**src/rtl/wbm_pkg.sv**
```systemverilog
package wbm_pkg;

    localparam int WB_WORDS = 4;
    localparam int WB_DW    = 32;
    localparam int WB_BAW   = 26;
    localparam int WB_DEPTH = 4;

    typedef enum logic [1:0] {
        OP_IDLE  = 2'd0,
        OP_DRAIN = 2'd1,
        OP_READ  = 2'd2
    } mem_op_e;

    function automatic int ptr_w(input int n);
        return (n > 1) ? $clog2(n) : 1;
    endfunction

endpackage

```
**src/rtl/wbm_cam.sv**
```systemverilog
module wbm_cam #(
    parameter int N  = 4,
    parameter int KW = 26
) (
    input  logic [KW-1:0]         key,
    input  logic [N-1:0][KW-1:0]  tags,
    input  logic [N-1:0]          en,
    output logic [N-1:0]          hit
);
    for (genvar i = 0; i < N; i++) begin : g_cmp
        assign hit[i] = en[i] && (tags[i] == key);
    end
endmodule

```
**src/rtl/wbm_store.sv**
```systemverilog
module wbm_store #(
    parameter int DEPTH = 4,
    parameter int WORDS = 4,
    parameter int DW    = 32,
    parameter int BAW   = 26,
    localparam int PW   = wbm_pkg::ptr_w(DEPTH),
    localparam int CW   = $clog2(DEPTH + 1)
) (
    input  logic                         clk,
    input  logic                         rst,
    input  logic                         alloc,
    input  logic                         merge,
    input  logic [PW-1:0]                merge_idx,
    input  logic                         pop,
    input  logic [BAW-1:0]               wr_blk,
    input  logic [WORDS-1:0]             wr_mask,
    input  logic [WORDS*DW-1:0]          wr_data,
    output logic [DEPTH-1:0][BAW-1:0]    slot_blk,
    output logic [DEPTH-1:0]             slot_live,
    output logic [PW-1:0]                head_idx,
    output logic [BAW-1:0]               head_blk,
    output logic [WORDS-1:0]             head_mask,
    output logic [WORDS*DW-1:0]          head_data,
    output logic [CW-1:0]                fill,
    output logic                         full,
    output logic                         empty
);
    logic [PW-1:0] head_q, tail_q;
    logic [CW-1:0] fill_q;
    logic [DEPTH-1:0][WORDS-1:0]    mask_all;
    logic [DEPTH-1:0][WORDS*DW-1:0] data_all;

    function automatic logic [PW-1:0] step_ptr(input logic [PW-1:0] p);
        return (p == PW'(DEPTH - 1)) ? '0 : p + PW'(1);
    endfunction

    always_ff @(posedge clk) begin
        if (rst) begin
            head_q <= '0;
            tail_q <= '0;
            fill_q <= '0;
        end else begin
            if (alloc) tail_q <= step_ptr(tail_q);
            if (pop)   head_q <= step_ptr(head_q);
            case ({alloc, pop})
                2'b10:   fill_q <= fill_q + CW'(1);
                2'b01:   fill_q <= fill_q - CW'(1);
                default: fill_q <= fill_q;
            endcase
        end
    end

    for (genvar s = 0; s < DEPTH; s++) begin : g_slot
        logic                 live_r;
        logic [BAW-1:0]       blk_r;
        logic [WORDS-1:0]     mask_r;
        logic [WORDS*DW-1:0]  data_r;
        logic                 at_alloc, at_merge, at_pop;

        assign at_alloc = alloc && (tail_q == PW'(s));
        assign at_merge = merge && (merge_idx == PW'(s));
        assign at_pop   = pop && (head_q == PW'(s));

        always_ff @(posedge clk) begin
            if (rst) begin
                live_r <= 1'b0;
                blk_r  <= '0;
                mask_r <= '0;
            end else if (at_alloc) begin
                live_r <= 1'b1;
                blk_r  <= wr_blk;
                mask_r <= wr_mask;
            end else if (at_merge) begin
                mask_r <= mask_r | wr_mask;
            end else if (at_pop) begin
                live_r <= 1'b0;
                mask_r <= '0;
            end
        end

        always_ff @(posedge clk) begin
            for (int w = 0; w < WORDS; w++) begin
                if ((at_alloc || at_merge) && wr_mask[w])
                    data_r[w*DW +: DW] <= wr_data[w*DW +: DW];
            end
        end

        assign slot_live[s] = live_r;
        assign slot_blk[s]  = blk_r;
        assign mask_all[s]  = mask_r;
        assign data_all[s]  = data_r;
    end

    assign head_idx  = head_q;
    assign head_blk  = slot_blk[head_q];
    assign head_mask = mask_all[head_q];
    assign head_data = data_all[head_q];
    assign fill      = fill_q;
    assign full      = (fill_q == CW'(DEPTH));
    assign empty     = (fill_q == '0);
endmodule

```
**src/rtl/wbm_arb.sv**
```systemverilog
module wbm_arb
    import wbm_pkg::*;
(
    input  logic    rd_valid,
    input  logic    conflict,
    input  logic    full,
    input  logic    empty,
    input  logic    mem_gnt,
    output mem_op_e op,
    output logic    mem_req,
    output logic    mem_we,
    output logic    lock,
    output logic    rd_ack
);
    always_comb begin
        if (!empty && (!rd_valid || conflict || full))
            op = OP_DRAIN;
        else if (rd_valid)
            op = OP_READ;
        else
            op = OP_IDLE;
    end

    assign mem_req = (op != OP_IDLE);
    assign mem_we  = (op == OP_DRAIN);
    assign lock    = (op == OP_DRAIN) && mem_gnt;
    assign rd_ack  = (op == OP_READ) && mem_gnt;
endmodule

```
**src/rtl/store_gather_buf.sv**
```systemverilog
module store_gather_buf
    import wbm_pkg::*;
#(
    parameter int WORDS = WB_WORDS,
    parameter int DW    = WB_DW,
    parameter int BAW   = WB_BAW,
    parameter int DEPTH = WB_DEPTH
) (
    input  logic                 clk,
    input  logic                 rst,
    input  logic                 wr_valid,
    input  logic [BAW-1:0]       wr_blk,
    input  logic [WORDS-1:0]     wr_mask,
    input  logic [WORDS*DW-1:0]  wr_data,
    output logic                 wr_ready,
    input  logic                 rd_valid,
    input  logic [BAW-1:0]       rd_blk,
    output logic                 rd_ack,
    output logic                 mem_req,
    output logic                 mem_we,
    output logic [BAW-1:0]       mem_addr,
    output logic [WORDS*DW-1:0]  mem_wdata,
    output logic [WORDS-1:0]     mem_wmask,
    input  logic                 mem_gnt
);
    localparam int PW = ptr_w(DEPTH);
    localparam int CW = $clog2(DEPTH + 1);

    logic [DEPTH-1:0][BAW-1:0] slot_blk;
    logic [DEPTH-1:0]          slot_live;
    logic [DEPTH-1:0]          lock_vec, wr_hit, rd_hit;
    logic [PW-1:0]             head_idx, merge_idx;
    logic [BAW-1:0]            head_blk;
    logic [WORDS-1:0]          head_mask;
    logic [WORDS*DW-1:0]       head_data;
    logic [CW-1:0]             fill;
    logic                      full, empty, conflict, lock;
    logic                      merge_hit, accept, do_merge, do_alloc, do_pop;
    mem_op_e                   op;

    always_comb begin
        for (int i = 0; i < DEPTH; i++)
            lock_vec[i] = lock && (head_idx == PW'(i));
    end

    wbm_cam #(.N(DEPTH), .KW(BAW)) u_wr_cam (
        .key  (wr_blk),
        .tags (slot_blk),
        .en   (slot_live & ~lock_vec),
        .hit  (wr_hit)
    );

    wbm_cam #(.N(DEPTH), .KW(BAW)) u_rd_cam (
        .key  (rd_blk),
        .tags (slot_blk),
        .en   (slot_live),
        .hit  (rd_hit)
    );

    always_comb begin
        merge_hit = 1'b0;
        merge_idx = '0;
        for (int i = DEPTH - 1; i >= 0; i--) begin
            if (wr_hit[i]) begin
                merge_hit = 1'b1;
                merge_idx = PW'(i);
            end
        end
    end

    assign conflict = rd_valid && (|rd_hit);

    wbm_arb u_arb (
        .rd_valid (rd_valid),
        .conflict (conflict),
        .full     (full),
        .empty    (empty),
        .mem_gnt  (mem_gnt),
        .op       (op),
        .mem_req  (mem_req),
        .mem_we   (mem_we),
        .lock     (lock),
        .rd_ack   (rd_ack)
    );

    assign wr_ready = merge_hit || !full;
    assign accept   = wr_valid && wr_ready;
    assign do_merge = accept && merge_hit;
    assign do_alloc = accept && !merge_hit;
    assign do_pop   = mem_req && mem_we && mem_gnt;

    wbm_store #(.DEPTH(DEPTH), .WORDS(WORDS), .DW(DW), .BAW(BAW)) u_store (
        .clk       (clk),
        .rst       (rst),
        .alloc     (do_alloc),
        .merge     (do_merge),
        .merge_idx (merge_idx),
        .pop       (do_pop),
        .wr_blk    (wr_blk),
        .wr_mask   (wr_mask),
        .wr_data   (wr_data),
        .slot_blk  (slot_blk),
        .slot_live (slot_live),
        .head_idx  (head_idx),
        .head_blk  (head_blk),
        .head_mask (head_mask),
        .head_data (head_data),
        .fill      (fill),
        .full      (full),
        .empty     (empty)
    );

    assign mem_addr  = mem_we ? head_blk : rd_blk;
    assign mem_wmask = mem_we ? head_mask : '0;
    assign mem_wdata = head_data;
endmodule

```
**config.mk**
```make
export PLATFORM = sky130hd
export DESIGN_NAME = store_gather_buf
export DESIGN_NICKNAME = d
export VERILOG_FILES = /design/src/rtl/wbm_pkg.sv /design/src/rtl/wbm_cam.sv /design/src/rtl/wbm_store.sv /design/src/rtl/wbm_arb.sv /design/src/rtl/store_gather_buf.sv
export SDC_FILE = /design/constraint.sdc
export NUM_CORES = 1
export LEC_CHECK = 0
export ABC_CLOCK_PERIOD_IN_PS = 8250
export CAP_MARGIN = 40
export CORE_ASPECT_RATIO = 0.7
export CORE_MARGIN = 1
export CORE_UTILIZATION = 60
export CTS_BUF_LIST = sky130_fd_sc_hd__clkbuf_8
export CTS_CLUSTER_SIZE = 14
export DETAILED_ROUTE_END_ITERATION = 10
export DONT_BUFFER_PORTS = 1
export HOLD_SLACK_MARGIN = 0.06
export PLACE_DENSITY = 0.76
export SYNTH_ARGS = -nofsm -noshare
export SYNTH_HDL_FRONTEND = slang
export SYNTH_HIERARCHICAL = 1
export SYNTH_SLANG_ARGS = --single-unit
```
**constraint.sdc**
```tcl
create_clock -name clk -period 8.25 [get_ports clk]
set_clock_uncertainty 0.1 [all_clocks]
set_input_delay 1.2375 -clock clk [delete_from_list [all_inputs] [get_ports clk]]
set_output_delay 1.2375 -clock clk [all_outputs]
set_load 0.005 [all_outputs]
```
Word-level counts from Yosys, hierarchy flattened
Index checks and enable logic that the tools add are counted.
W data, S select, Z words.
{"block": "word_totals", "inputBits": 189, "register_bits": 643, "output_inout_bits": 162}
{"block": "op_classes", "n_eq_ne": 26, "muxes": 45, "reduce_logical": 79, "n_addsub": 4, "magnitude_cmp": 1, "n_bitwise": 6}
{"op": "$bmux W128 S2", "count": 1}
{"op": "$eq A26 B26 Y1", "count": 8}
{"op": "$mux W128", "count": 1}
{"op": "$mux W4", "count": 14}
{"op": "$bmux W26 S2", "count": 1}
{"op": "$mux W26", "count": 2}
{"op": "$logic_and A1 B1 Y1", "count": 49}
{"op": "$eq A2 B2 Y1 const B", "count": 8}
{"op": "$mux W1", "count": 16}
{"op": "$mux W2", "count": 8}
{"op": "$or A4 B4 Y4", "count": 4}
{"op": "$reduce_bool A2 Y1", "count": 6}
{"op": "$reduce_bool A3 Y1", "count": 4}
{"op": "$eq A2 B1 Y1 const B", "count": 5}
{"op": "$bmux W4 S2", "count": 1}
{"op": "$ne A2 B1 Y1 const B", "count": 4}
{"op": "$reduce_and A2 Y1", "count": 4}
{"op": "$logic_or A1 B1 Y1", "count": 7}
{"op": "$logic_not A2 Y1", "count": 3}
{"op": "$pmux W3 S2", "count": 1}
{"op": "$add A2 B1 Y2 const B", "count": 2}
{"op": "$and A4 B4 Y4", "count": 1}
{"op": "$logic_not A1 Y1", "count": 4}
{"op": "$not A4 Y4", "count": 1}
{"op": "other kinds (6)", "count": 6}

Logic depth before layout (Yosys ltp)
Gate-level depths: netlist of run 1.
{"block": "logic_depth", "word_depth": 24, "mapped_depth": 23}

Cells and area by module
The synthesis of run 1 kept the hierarchy.
{"module": "wbm_store", "cells_per_inst": 1311, "seq_area_each_um2": 17997.3, "n_inst": 1, "area_each_um2": 24096.9}
{"module": "wbm_cam", "cells_per_inst": 166, "seq_area_each_um2": 0.0, "n_inst": 2, "area_each_um2": 1408.9}
{"module": "store_gather_buf", "cells_per_inst": 52, "seq_area_each_um2": 0.0, "n_inst": 1, "area_each_um2": 465.4}
{"module": "wbm_arb", "cells_per_inst": 8, "seq_area_each_um2": 0.0, "n_inst": 1, "area_each_um2": 51.3}

Worst setup path before layout of run 1
Ideal clock, no wire load.
{"block": "synth_path", "kind": "in2reg", "start": "input port rd_blk[9]", "end": "register u_store.g_slot[0].data_r[0], enable pin", "arrival_time_ns": 5.787, "path_stages": 18, "required_ns": 7.725, "path_slack_ns": 1.939, "setup_time_ns": 0.425, "n_path_buf": 1, "cell_sequence": "clkbuf_1 xnor2_1 nand4_1 or4_1 nor4_2 o41a_1 nor2_2 a21oi_1 nor2b_1 a21boi_0 nand4_1 or4_1 nor4_2 nor4_2 nor2b_1 nor3b_1 nor2_1 nor2b_1"}
{"element": "start, declared", "line": "store_gather_buf.sv:17", "source": "input logic [BAW-1:0] rd_blk,"}
{"element": "$eq A26 B26 Y1 (*)", "line": "wbm_cam.sv:11", "source": "assign hit[i] = en[i] && (tags[i] == key);"}
{"element": "$logic_and A1 B1 Y1 (*)", "line": "wbm_cam.sv:11"}
{"element": "via rd_hit[0]", "line": "store_gather_buf.sv:31", "source": "logic [DEPTH-1:0] lock_vec, wr_hit, rd_hit;"}
{"element": "$reduce_or A4 Y1 (*)", "line": "store_gather_buf.sv:71", "source": "assign conflict = rd_valid && (|rd_hit);"}
{"element": "$logic_and A1 B1 Y1 (*)", "line": "store_gather_buf.sv:71"}
{"element": "via conflict", "line": "store_gather_buf.sv:37", "source": "logic full, empty, conflict, lock;"}
{"element": "$logic_or A1 B1 Y1 (*) (2 in series)", "line": "wbm_arb.sv:16", "source": "if (!empty && (!rd_valid || conflict || full))"}
{"element": "$logic_and A1 B1 Y1 (*)", "line": "wbm_arb.sv:16"}
{"element": "(+3 left out)"}
{"element": "via lock", "line": "store_gather_buf.sv:37"}
{"element": "(+4 left out)"}
{"element": "via wr_hit[0]", "line": "store_gather_buf.sv:31"}
{"element": "$mux W1 (*)", "line": "store_gather_buf.sv:64", "source": "if (wr_hit[i]) begin"}
{"element": "$logic_or A1 B1 Y1", "line": "store_gather_buf.sv:86", "source": "assign wr_ready = merge_hit || !full;"}
{"element": "$logic_and A1 B1 Y1", "line": "store_gather_buf.sv:87", "source": "assign accept = wr_valid && wr_ready;"}
{"element": "$logic_and A1 B1 Y1 (*)", "line": "store_gather_buf.sv:88", "source": "assign do_merge = accept && merge_hit;"}
{"element": "via do_merge", "line": "store_gather_buf.sv:38", "source": "logic merge_hit, accept, do_merge, do_alloc, do_pop;"}
{"element": "$logic_and A1 B1 Y1 (*)", "line": "wbm_store.sv:61", "source": "assign at_merge = merge && (merge_idx == PW'(s));"}
{"element": "$logic_or A1 B1 Y1 (*)", "line": "wbm_store.sv:83", "source": "if ((at_alloc || at_merge) && wr_mask[w])"}
{"element": "$logic_and A1 B1 Y1 (*)", "line": "wbm_store.sv:83"}
{"element": "end signal, assigned by index", "line": "wbm_store.sv:84", "source": "data_r[w*DW +: DW] <= wr_data[w*DW +: DW];"}
{"element": "end, declared", "line": "wbm_store.sv:57", "source": "logic [WORDS*DW-1:0] data_r;"}
The timed path passes the listed nets; every way through them passes the cells marked *.
A chain may end at the register's enable or synchronous reset.

Final worst setup path of run 1
{"block": "layout_path", "start": "input port rd_blk[7]", "end": "output port wr_ready"}
{"element": "$eq A26 B26 Y1", "line": "wbm_cam.sv:11"}
{"element": "$logic_and A1 B1 Y1", "line": "wbm_cam.sv:11"}
{"element": "via rd_hit[2]", "line": "store_gather_buf.sv:31"}
{"element": "$reduce_or A4 Y1", "line": "store_gather_buf.sv:71"}
{"element": "$logic_and A1 B1 Y1", "line": "store_gather_buf.sv:71"}
{"element": "via conflict", "line": "store_gather_buf.sv:37"}
{"element": "$logic_or A1 B1 Y1 (2 in series)", "line": "wbm_arb.sv:16"}
{"element": "$logic_and A1 B1 Y1", "line": "wbm_arb.sv:16"}
{"element": "(+3 left out)"}
{"element": "via lock", "line": "store_gather_buf.sv:37"}
{"element": "$logic_and A1 B1 Y1", "line": "store_gather_buf.sv:43", "source": "lock_vec[i] = lock && (head_idx == PW'(i));"}
{"element": "$not A4 Y4", "line": "store_gather_buf.sv:49", "source": ".en (slot_live & ~lock_vec),"}
{"element": "$and A4 B4 Y4", "line": "store_gather_buf.sv:49"}
{"element": "$logic_and A1 B1 Y1", "line": "wbm_cam.sv:11"}
{"element": "via wr_hit[0]", "line": "store_gather_buf.sv:31"}
{"element": "$mux W1", "line": "store_gather_buf.sv:64"}
{"element": "$logic_or A1 B1 Y1", "line": "store_gather_buf.sv:86"}
{"element": "end, declared", "line": "store_gather_buf.sv:15", "source": "output logic wr_ready,"}
The timed path passes the listed nets, and every way through them passes these cells.

==> impl_metrics.ini, run 1 <==
[clocking]
clkTransAtPathRegs_ns = 0.06
cts_max_path_buffers = 3
clock-root-buffer = clkbuf_8
cts-resized-gates = 0
cts_made_buffers = 92
postCtsHoldBufs = 0
htreeDepth = 3
cts_tree = built
clock_latency_ns = 0.72
post-cts-setup-buffers = 0
numClockSinks = 643

[setup_path]
crit_end = wr_ready
worst-path-stages = 14
r2r_slack_ns = 2.80
cpMostUsedCell = nor4_2
crit_buf_inv = 0
r2r_cells = 18
required_ns = 6.91
timing.rr.start = u_store/g_slot[1].blk_r[19]$_SDFFE_PP0P_
worstPathCellList = xnor2_1, nand4_1, or4_1, nor4_2, o41a_1, nor2_2, a21oi_1, nor2b_1, a21boi_0, nand4_1, or4_1, nor4_2, nor4_2, nand2_1
crit_path_top_delay_cell = or4_1
crit_fanout = 5
startpoint = rd_blk[7]
cpPeakStageDelay_ns = 0.61
crit_type = in2out
worstPathArrival_ns = 4.38
start_kind = input port
regToRegEndpoint = u_store/g_slot[1].mask_r[2]$_SDFFE_PP0P_
cp-end-kind = output pin
timing.critical_path.max_delay_family = simple AND/OR/NAND/NOR gates

[placed_design]
dpl_cell_area_um2 = 27800
place_hpwl_um = 46300
port_buffers = 0
gp_congestion = 1.03
pre_cts_slack_ns = 2.19

[power]
combPwrFrac_pct = 9.3
leakage_nw = 8.90
irDropWorstVdd_mv = 0.178
p_sw_share_pct = 23.8
pwr-share-seq_pct = 54.6
p_per_area_nw_per_um2 = 228
intPower_w = 0.00514
power.switching_w = 0.00160
clockPowerShare_pct = 36.1

[global_routing]
antenna_found_initial = 0
grt_pass1_wl_um = 98400
grt_start_max_net_pins = 134
grt_pass1_vias = 14900
overflow = 0
grt_use_total_pct = 29.1

[timing]
layout_setup_ws_ns = 2.53
tightest_slew_ns = 0.893
timing.final.crit_period_ns = 5.72
clock.fmax_mhz = 175
hold_violations = 0
grt_setup_unrepaired = no
slew_viol_final = 0
slew_headroom_pct = 40.0
finalSetupTns_ns = 0
fin_crit_sh_pct = 69.3
setup_viol = 0
whs_ns = 0.396

[route]
initialDrtViolationCount = 1659
wire_per_inst_um = 28.5
drtAntennaViolNets = 0
first_pass_iters = 5
routed_wl_um = 67500
vias_per_cell = 6.32
num_vias = 15000
drc_errors = 0

[cells_and_area]
diodes = 0
nets = 1893
drive_above_1_share_pct = 21.0
area_delta_synth_final_pct = 7.93
final_common_cell = edfxtp_1
nFillCells = 3084
final_cell_mix = edfxtp_1, nand2_1, xnor2_1
fin_area_um2 = 29600

[floorplanning]
die_h_um = 181
die_area_um2 = 46600
die_x_um = 258
core_um2 = 45100
rows = 65
num_io_pins = 351
floorplan.initialDensity_pct = 60.9

[yosys]
ys_warn_count = 6
netlist_area_um2 = 27400
syn-num-nets = 1900
syn_area_per_cell_um2 = 16.1
syn_inst = 1701

[min_path]
worstHoldPathCells = 2
min_path_type = reg2reg
min-delay-start = u_store/g_slot[2].mask_r[0]$_SDFFE_PP0P_

[run_status]
outcome = finished clean

[run]
max_cap_violations = 0
-- routing by layer --
metal / share of wire [%] / track usage, % / vias up
li1: - / - / 6411
met1: 40 / 41.2 / 7606
met2: 44 / 41.1 / 857
met3: 13 / 12.9 / 107
met4: 2.4 / 7.95 / 0
met5: 0 / 0 / -
-- power by group through the flow --
stage / Combinational (W) / Sequential (W) / Clock (W)
after CTS: 0.000622 / 0.00368 / 0.00249
after global routing: 0.000660 / 0.00369 / 0.00262
after detailed placement: 0.000618 / 0.00375 / 0
after global placement: 0.000593 / 0.00374 / 0
after floorplan: 0.000504 / 0.00372 / 0
final: 0.000624 / 0.00368 / 0.00244
-- through the flow --
step	util, %	total power (W)	instances
floorplan	-	0.00422	1701
global placement	61.0	0.00434	2188
detailed placement	61.8	0.00437	2203
CTS	65.7	0.00679	2369
global route	65.7	0.00696	2369
finish	65.7	0.00674	2369
-- layout make-up --
cell class / instances / area (µm²) / share of cell area, %
clock buffer: 96 / 1320 / 4.46
clock inverter: 70 / 447 / 1.51
inverter: 12 / 45.0 / 0.152
multi-input combinational: 911 / 8540 / 28.9
sequential: 643 / 18000 / 60.8
tap: 603 / 754 / 2.55
timing repair buffer: 34 / 480 / 1.62
-- flip-flops by register name, summed over array words and instances (netlist names) --
register,cells
u_store/g_slot.data_r,512
u_store/head_idx,2
u_store/g_slot.blk_r,104
u_store/g_slot.mask_r,16
u_store/fill,3
u_store/g_slot.live_r,4
u_store/tail_q,2
-- worst register-to-register path: stages (launching register included) --
cell	delay, ns
dfxtp_1	0.48
xnor2_1	0.22
nand4_1	0.13
or4_1	0.15
nor4_2	0.06
o41a_1	0.45
nor2_2	0.23
a21oi_1	0.15
nor2b_1	0.16
a21boi_0	0.23
nand4_1	0.10
or4_1	0.48
nor4_2	0.43
nor4_2	0.11
and3b_1	0.33
and2_1	0.21
buf_4	0.27
nor3_1	0.79
o22ai_1	0.21
-- worst min path at each step --
stage / endpoint
after floorplan: u_store/g_slot[3].live_r$_SDFFE_PP0P_
after global placement: u_store/g_slot[2].mask_r[0]$_SDFFE_PP0P_
after detailed placement: u_store/g_slot[3].mask_r[0]$_SDFFE_PP0P_
after CTS: u_store/g_slot[0].mask_r[0]$_SDFFE_PP0P_
after global routing: u_store/g_slot[0].mask_r[0]$_SDFFE_PP0P_
final: u_store/g_slot[2].mask_r[0]$_SDFFE_PP0P_
(Power assumes the default switching activity.)
==> run 2, diff against run 1 <==
ABC_AREA = 1   (was unset)
ABC_CLOCK_PERIOD_IN_PS = 5950   (was 8250)
clock period = 5.95 ns   (was 8.25 ns; I/O delays follow)
==> run 2 against run 1 <==
Against the previous run:
- utilization rose by 0.10 points
- die area rose by 7.0%
- area after synthesis is 7.1% higher
- global-route usage increased by 6.1 points
- count of clock-buffer cells in the layout increased by 2
- sequential cell count did not move
- clock power grew 36%
- wire length rose by 31%
- critical endpoint is now u_store/g_slot[0].blk_r[21]$_SDFFE_PP0P_
==> impl_metrics.ini, run 2 <==
[run_status]
outcome = finished clean

[yosys]
netlist_area_um2 = 29400
syn_area_per_cell_um2 = 9.11
syn_inst = 3223
ys_warn_count = 6
syn-num-nets = 3422

[cells_and_area]
top_regs = u_store/g_slot.data_r x512, u_store/g_slot.blk_r x104, u_store/g_slot.mask_r x16
final_common_cell = nand2_1
drive_above_1_share_pct = 7.61
nFillCells = 3919
final_cell_mix = nand2_1, nor2_1, edfxtp_1
largest_reg_flops = 512
area_delta_synth_final_pct = 7.64
diodes = 0
nets = 3409
regMostFlops = u_store/g_slot.data_r

[placed_design]
port_buffers = 0
place_hpwl_um = 59600
gp_congestion = 1.06

[global_routing]
grt_start_max_net_pins = 148
grt_use_total_pct = 35.2
grt_pass1_wl_um = 131000
overflow = 0
grt_pass1_vias = 21300
antenna_found_initial = 1

[timing]
hold_violations = 0
setup_viol = 0
fin_crit_sh_pct = 84.3
finalSetupTns_ns = 0
slew_headroom_pct = 35.0
clock.fmax_mhz = 199
slew_viol_final = 0
timing.final.crit_period_ns = 5.02
grt_setup_unrepaired = no
tightest_slew_ns = 0.975

[floorplanning]
die_h_um = 187
num_io_pins = 351
core_um2 = 48000
rows = 67
die_area_um2 = 49800
die_x_um = 266
floorplan.initialDensity_pct = 61.1

[clocking]
cts-resized-gates = 0
cts_tree = built
clock-root-buffer = clkbuf_8
postCtsHoldBufs = 0
clock_latency_ns = 0.70
clkTransAtPathRegs_ns = 0.07
cts_made_buffers = 93
post-cts-setup-buffers = 0
htreeDepth = 3
cts_max_path_buffers = 3
numClockSinks = 643

[route]
first_pass_iters = 6
drtAntennaViolNets = 0
initialDrtViolationCount = 2770
drc_errors = 0
vias_per_cell = 5.88
routed_wl_um = 88700
num_vias = 23200
wire_per_inst_um = 22.5

[setup_path]
start_kind = flip-flop
crit_fanout = 31
crit_path_top_delay_cell = clkinv_1
crit_type = reg2reg
worstPathArrival_ns = 5.50
cpPeakStageDelay_ns = 0.69
cpMostUsedCell = nor2_1
required_ns = 6.43
cp-end-kind = flip-flop

[power]
irDropWorstVdd_mv = 0.293
leakage_nw = 12.0
p_per_area_nw_per_um2 = 303
finalPower_w = 0.00958

[run]
max_cap_violations = 0

[min_path]
min_path_type = in2reg
[run 2: layout make-up]
type	instances	area [µm²]	share of cell area [%]
multi-input combinational	2118	9410	29.8
tap	655	820	2.59
clock buffer	98	1350	4.27
timing repair buffer	45	455	1.44
clock inverter	71	389	1.23
sequential	643	18000	57.0
inverter	309	1170	3.71
[run 2: per-stage QoR]
step	utilization [%]	instance area [µm²]	instances	hold WS (ns)	setup WS [ns]
CTS	65.8	31600	3939	0.102	1.16
global route	65.8	31600	3939	0.133	0.572
global placement	61.9	29700	3764	0.360	0.874
detailed placement	62.2	29900	3770	0.372	0.751
floorplan	-	29400	3223	0.350	0.692
finish	65.8	31600	3939	0.181	0.935
[run 2: worst max-delay path, delay by kind of cell (launching register included)]
family / cells / cell delay, ns
compound gates: 3 / 0.46
simple gates: 20 / 1.94
buf+inv: 7 / 1.98
flops: 1 / 0.38
[run 2: per-layer routing]
layer	vias up	share of wire [%]	wire length [µm]	track usage [%]
li1	10700	-	-	-
met1	10900	41	36800	51.5
met2	1394	42	37500	50.3
met3	190	13	11800	11.1
met4	2	3.0	2650	10.3
met5	-	0.014	12	0
[run 2: worst paths after layout]
| kind | startpoint | endpoint | slack, ns | depth (start not counted) |
|---|---|---|---|---|
| worst max-delay path | u_store/g_slot[1].blk_r[20]$_SDFFE_PP0P_ | u_store/g_slot[0].blk_r[21]$_SDFFE_PP0P_ | 0.93 | 30 |
| worst min-delay path | rst | u_store/head_idx[1]$_SDFFE_PP0P_ | 0.18 | 1 |
| worst max register to register | u_store/g_slot[1].blk_r[20]$_SDFFE_PP0P_ | u_store/g_slot[0].blk_r[21]$_SDFFE_PP0P_ | 0.93 | 30 |
| worst min register to register | u_store/g_slot[3].mask_r[3]$_SDFFE_PP0P_ | u_store/g_slot[3].mask_r[3]$_SDFFE_PP0P_ | 0.39 | 2 |
[run 2: where the power goes]
group          switching (W)  leakage [nW]  internal, W  total, W
Sequential          0.000133          5.72      0.00503   0.00516
Combinational       0.000796          5.24     0.000310   0.00111
Clock                0.00168          1.05      0.00163   0.00331
==> run 3, diff against run 2 <==
ABC_CLOCK_PERIOD_IN_PS = 5200   (was 5950)
clock period = 5.2 ns   (was 5.95 ns; I/O delays follow)
==> run 3 against run 2 <==
Against the previous run:
- worst setup slack worse by 0.55 ns
- power is 17% higher
- count of clock-buffer cells in the layout is 3 lower
==> impl_metrics.ini, run 3 (same netlist as run 2, synthesis figures left out) <==
[timing]
setup_viol = 0
finalSetupTns_ns = 0
clock.fmax_mhz = 208
tightest_slew_ns = 1.26
fin_crit_sh_pct = 92.6
timing.final.crit_period_ns = 4.82
whs_ns = 0.130
hold_violations = 0
slew_headroom_pct = 15.8
grt_setup_unrepaired = no
slew_viol_final = 0
layout_setup_ws_ns = 0.385

[floorplanning]
die_h_um = 187
floorplan.initialDensity_pct = 61.1
rows = 67
core_um2 = 48000
num_io_pins = 351
die_x_um = 266
die_area_um2 = 49800

[power]
intPower_w = 0.00805
finalPower_w = 0.0112
power.switching_w = 0.00316
pwr-share-seq_pct = 52.6
irDropWorstVdd_mv = 0.289
leakage_nw = 12.5
p_sw_share_pct = 28.2
p_per_area_nw_per_um2 = 339
combPwrFrac_pct = 12.8
clockPowerShare_pct = 34.5

[clocking]
cts_max_path_buffers = 3
clkTransAtPathRegs_ns = 0.07
htreeDepth = 3
cts_made_buffers = 91
postCtsHoldBufs = 129
clock-root-buffer = clkbuf_8
cts-resized-gates = 0
numClockSinks = 643
post-cts-setup-buffers = 0
clock_latency_ns = 0.72
cts_tree = built

[route]
num_vias = 24200
vias_per_cell = 5.95
drc_errors = 0
first_pass_iters = 6
initialDrtViolationCount = 3355
wire_per_inst_um = 23.5
drtAntennaViolNets = 0
routed_wl_um = 95600

[cells_and_area]
largest_reg_flops = 512
area_delta_synth_final_pct = 12.7
drive_above_1_share_pct = 7.40
nets = 3538
final_cell_mix = nand2_1, nor2_1, edfxtp_1
top_regs = u_store/g_slot.data_r x512, u_store/g_slot.blk_r x104, u_store/g_slot.mask_r x16
regMostFlops = u_store/g_slot.data_r
final_common_cell = nand2_1

[global_routing]
overflow = 0
grt_pass1_wl_um = 140000
grt_use_total_pct = 38.0
antenna_found_initial = 5
grt_start_max_net_pins = 232
grt_pass1_vias = 22300

[min_path]
min_path_type = in2reg

[setup_path]
start_kind = flip-flop
crit_fanout = 6
required_ns = 4.32
worstPathArrival_ns = 3.94
cp-end-kind = output pin
crit_type = reg2out

[run]
max_cap_violations = 0

[placed_design]
gp_congestion = 1.02
place_hpwl_um = 61000
pre_cts_slack_ns = 0.352
port_buffers = 0

[run_status]
outcome = finished clean
==> run 3: changes by cell type in the layout (fill, tap and decap cells not counted), sizes merged <==
cell,delta
clkinv,+12
buf,+2
dlygate4sd3,+129
diode,+4
inv,-19
clkbuf,-3
bufinv,+1
==> run 3: worst paths after layout <==
kind / start / endpoint / slack (ns) / cells after the start
worst min register to register: u_store/g_slot[3].mask_r[1]$_SDFFE_PP0P_ / u_store/g_slot[3].mask_r[1]$_SDFFE_PP0P_ / 0.39 / 2
worst max-delay path: u_store/g_slot[3].blk_r[8]$_SDFFE_PP0P_ / wr_ready / 0.38 / 23
worst max register to register: u_store/g_slot[3].blk_r[8]$_SDFFE_PP0P_ / u_store/g_slot[1].data_r[89]$_DFFE_PP_ / 0.46 / 30
worst min-delay path: wr_blk[8] / u_store/g_slot[2].blk_r[8]$_SDFFE_PP0P_ / 0.13 / 2
==> run 3: area by class of cell <==
cell class	count	area [µm²]
diodes	4	10.0
inverters	309	1170
flip-flops and latches	643	18000
fillers	3561	15000
repair buffers	176	1950
clock inverters	65	408
clock buffers	95	1310
multi-input cells	2118	9410
well taps	655	820
==> run 3: power groups by stage <==
stage | clock network (W) | registers (W) | logic [W]
2_1_floorplan | 0 | 0.00595 | 0.000877
3_3_place_gp | 0 | 0.00600 | 0.00124
3_5_place_dp | 0 | 0.00600 | 0.00126
4_1_cts | 0.00386 | 0.00589 | 0.00139
5_1_grt | 0.00410 | 0.00592 | 0.00156
6_report | 0.00387 | 0.00590 | 0.00144
==> run 3: per-stage QoR <==
step	instance area (µm²)	util, %	instances
detailed placement	30100	62.6	3772
floorplan	29400	-	3223
CTS	33100	68.9	4061
finish	33100	68.9	4065
global route	33100	68.9	4062
global placement	30000	62.5	3770
==> run 3: critical path: stages (launching register included) <==
cell	delay (ns)
dfxtp_1	0.51
nor2_1	0.10
nor2_1	0.09
nand2_1	0.20
nor2_1	0.17
nand3_1	0.16
nor2_2	0.19
nor2_1	0.06
a21oi_1	0.14
inv_1	0.06
nand3_1	0.08
nand2_2	0.08
nor2_1	0.21
nand3_1	0.15
nand2_1	0.09
inv_1	0.04
inv_1	0.04
nor2_1	0.04
nand2_1	0.07
nor2_1	0.05
nand3_1	0.10
nor2_2	0.06
nor2_1	0.23
nand3_1	0.30
==> run 3: routing by layer <==
layer  share of wire [%]  track usage [%]  wire (µm)  up-vias
met5               0.024                0         23        -
met4                 3.0             10.9       2870        4
met3                  12             11.2      11900      200
met2                  43             55.4      41500     1573
met1                  41             55.1      39300    11500
li1                    -                -          -    10900
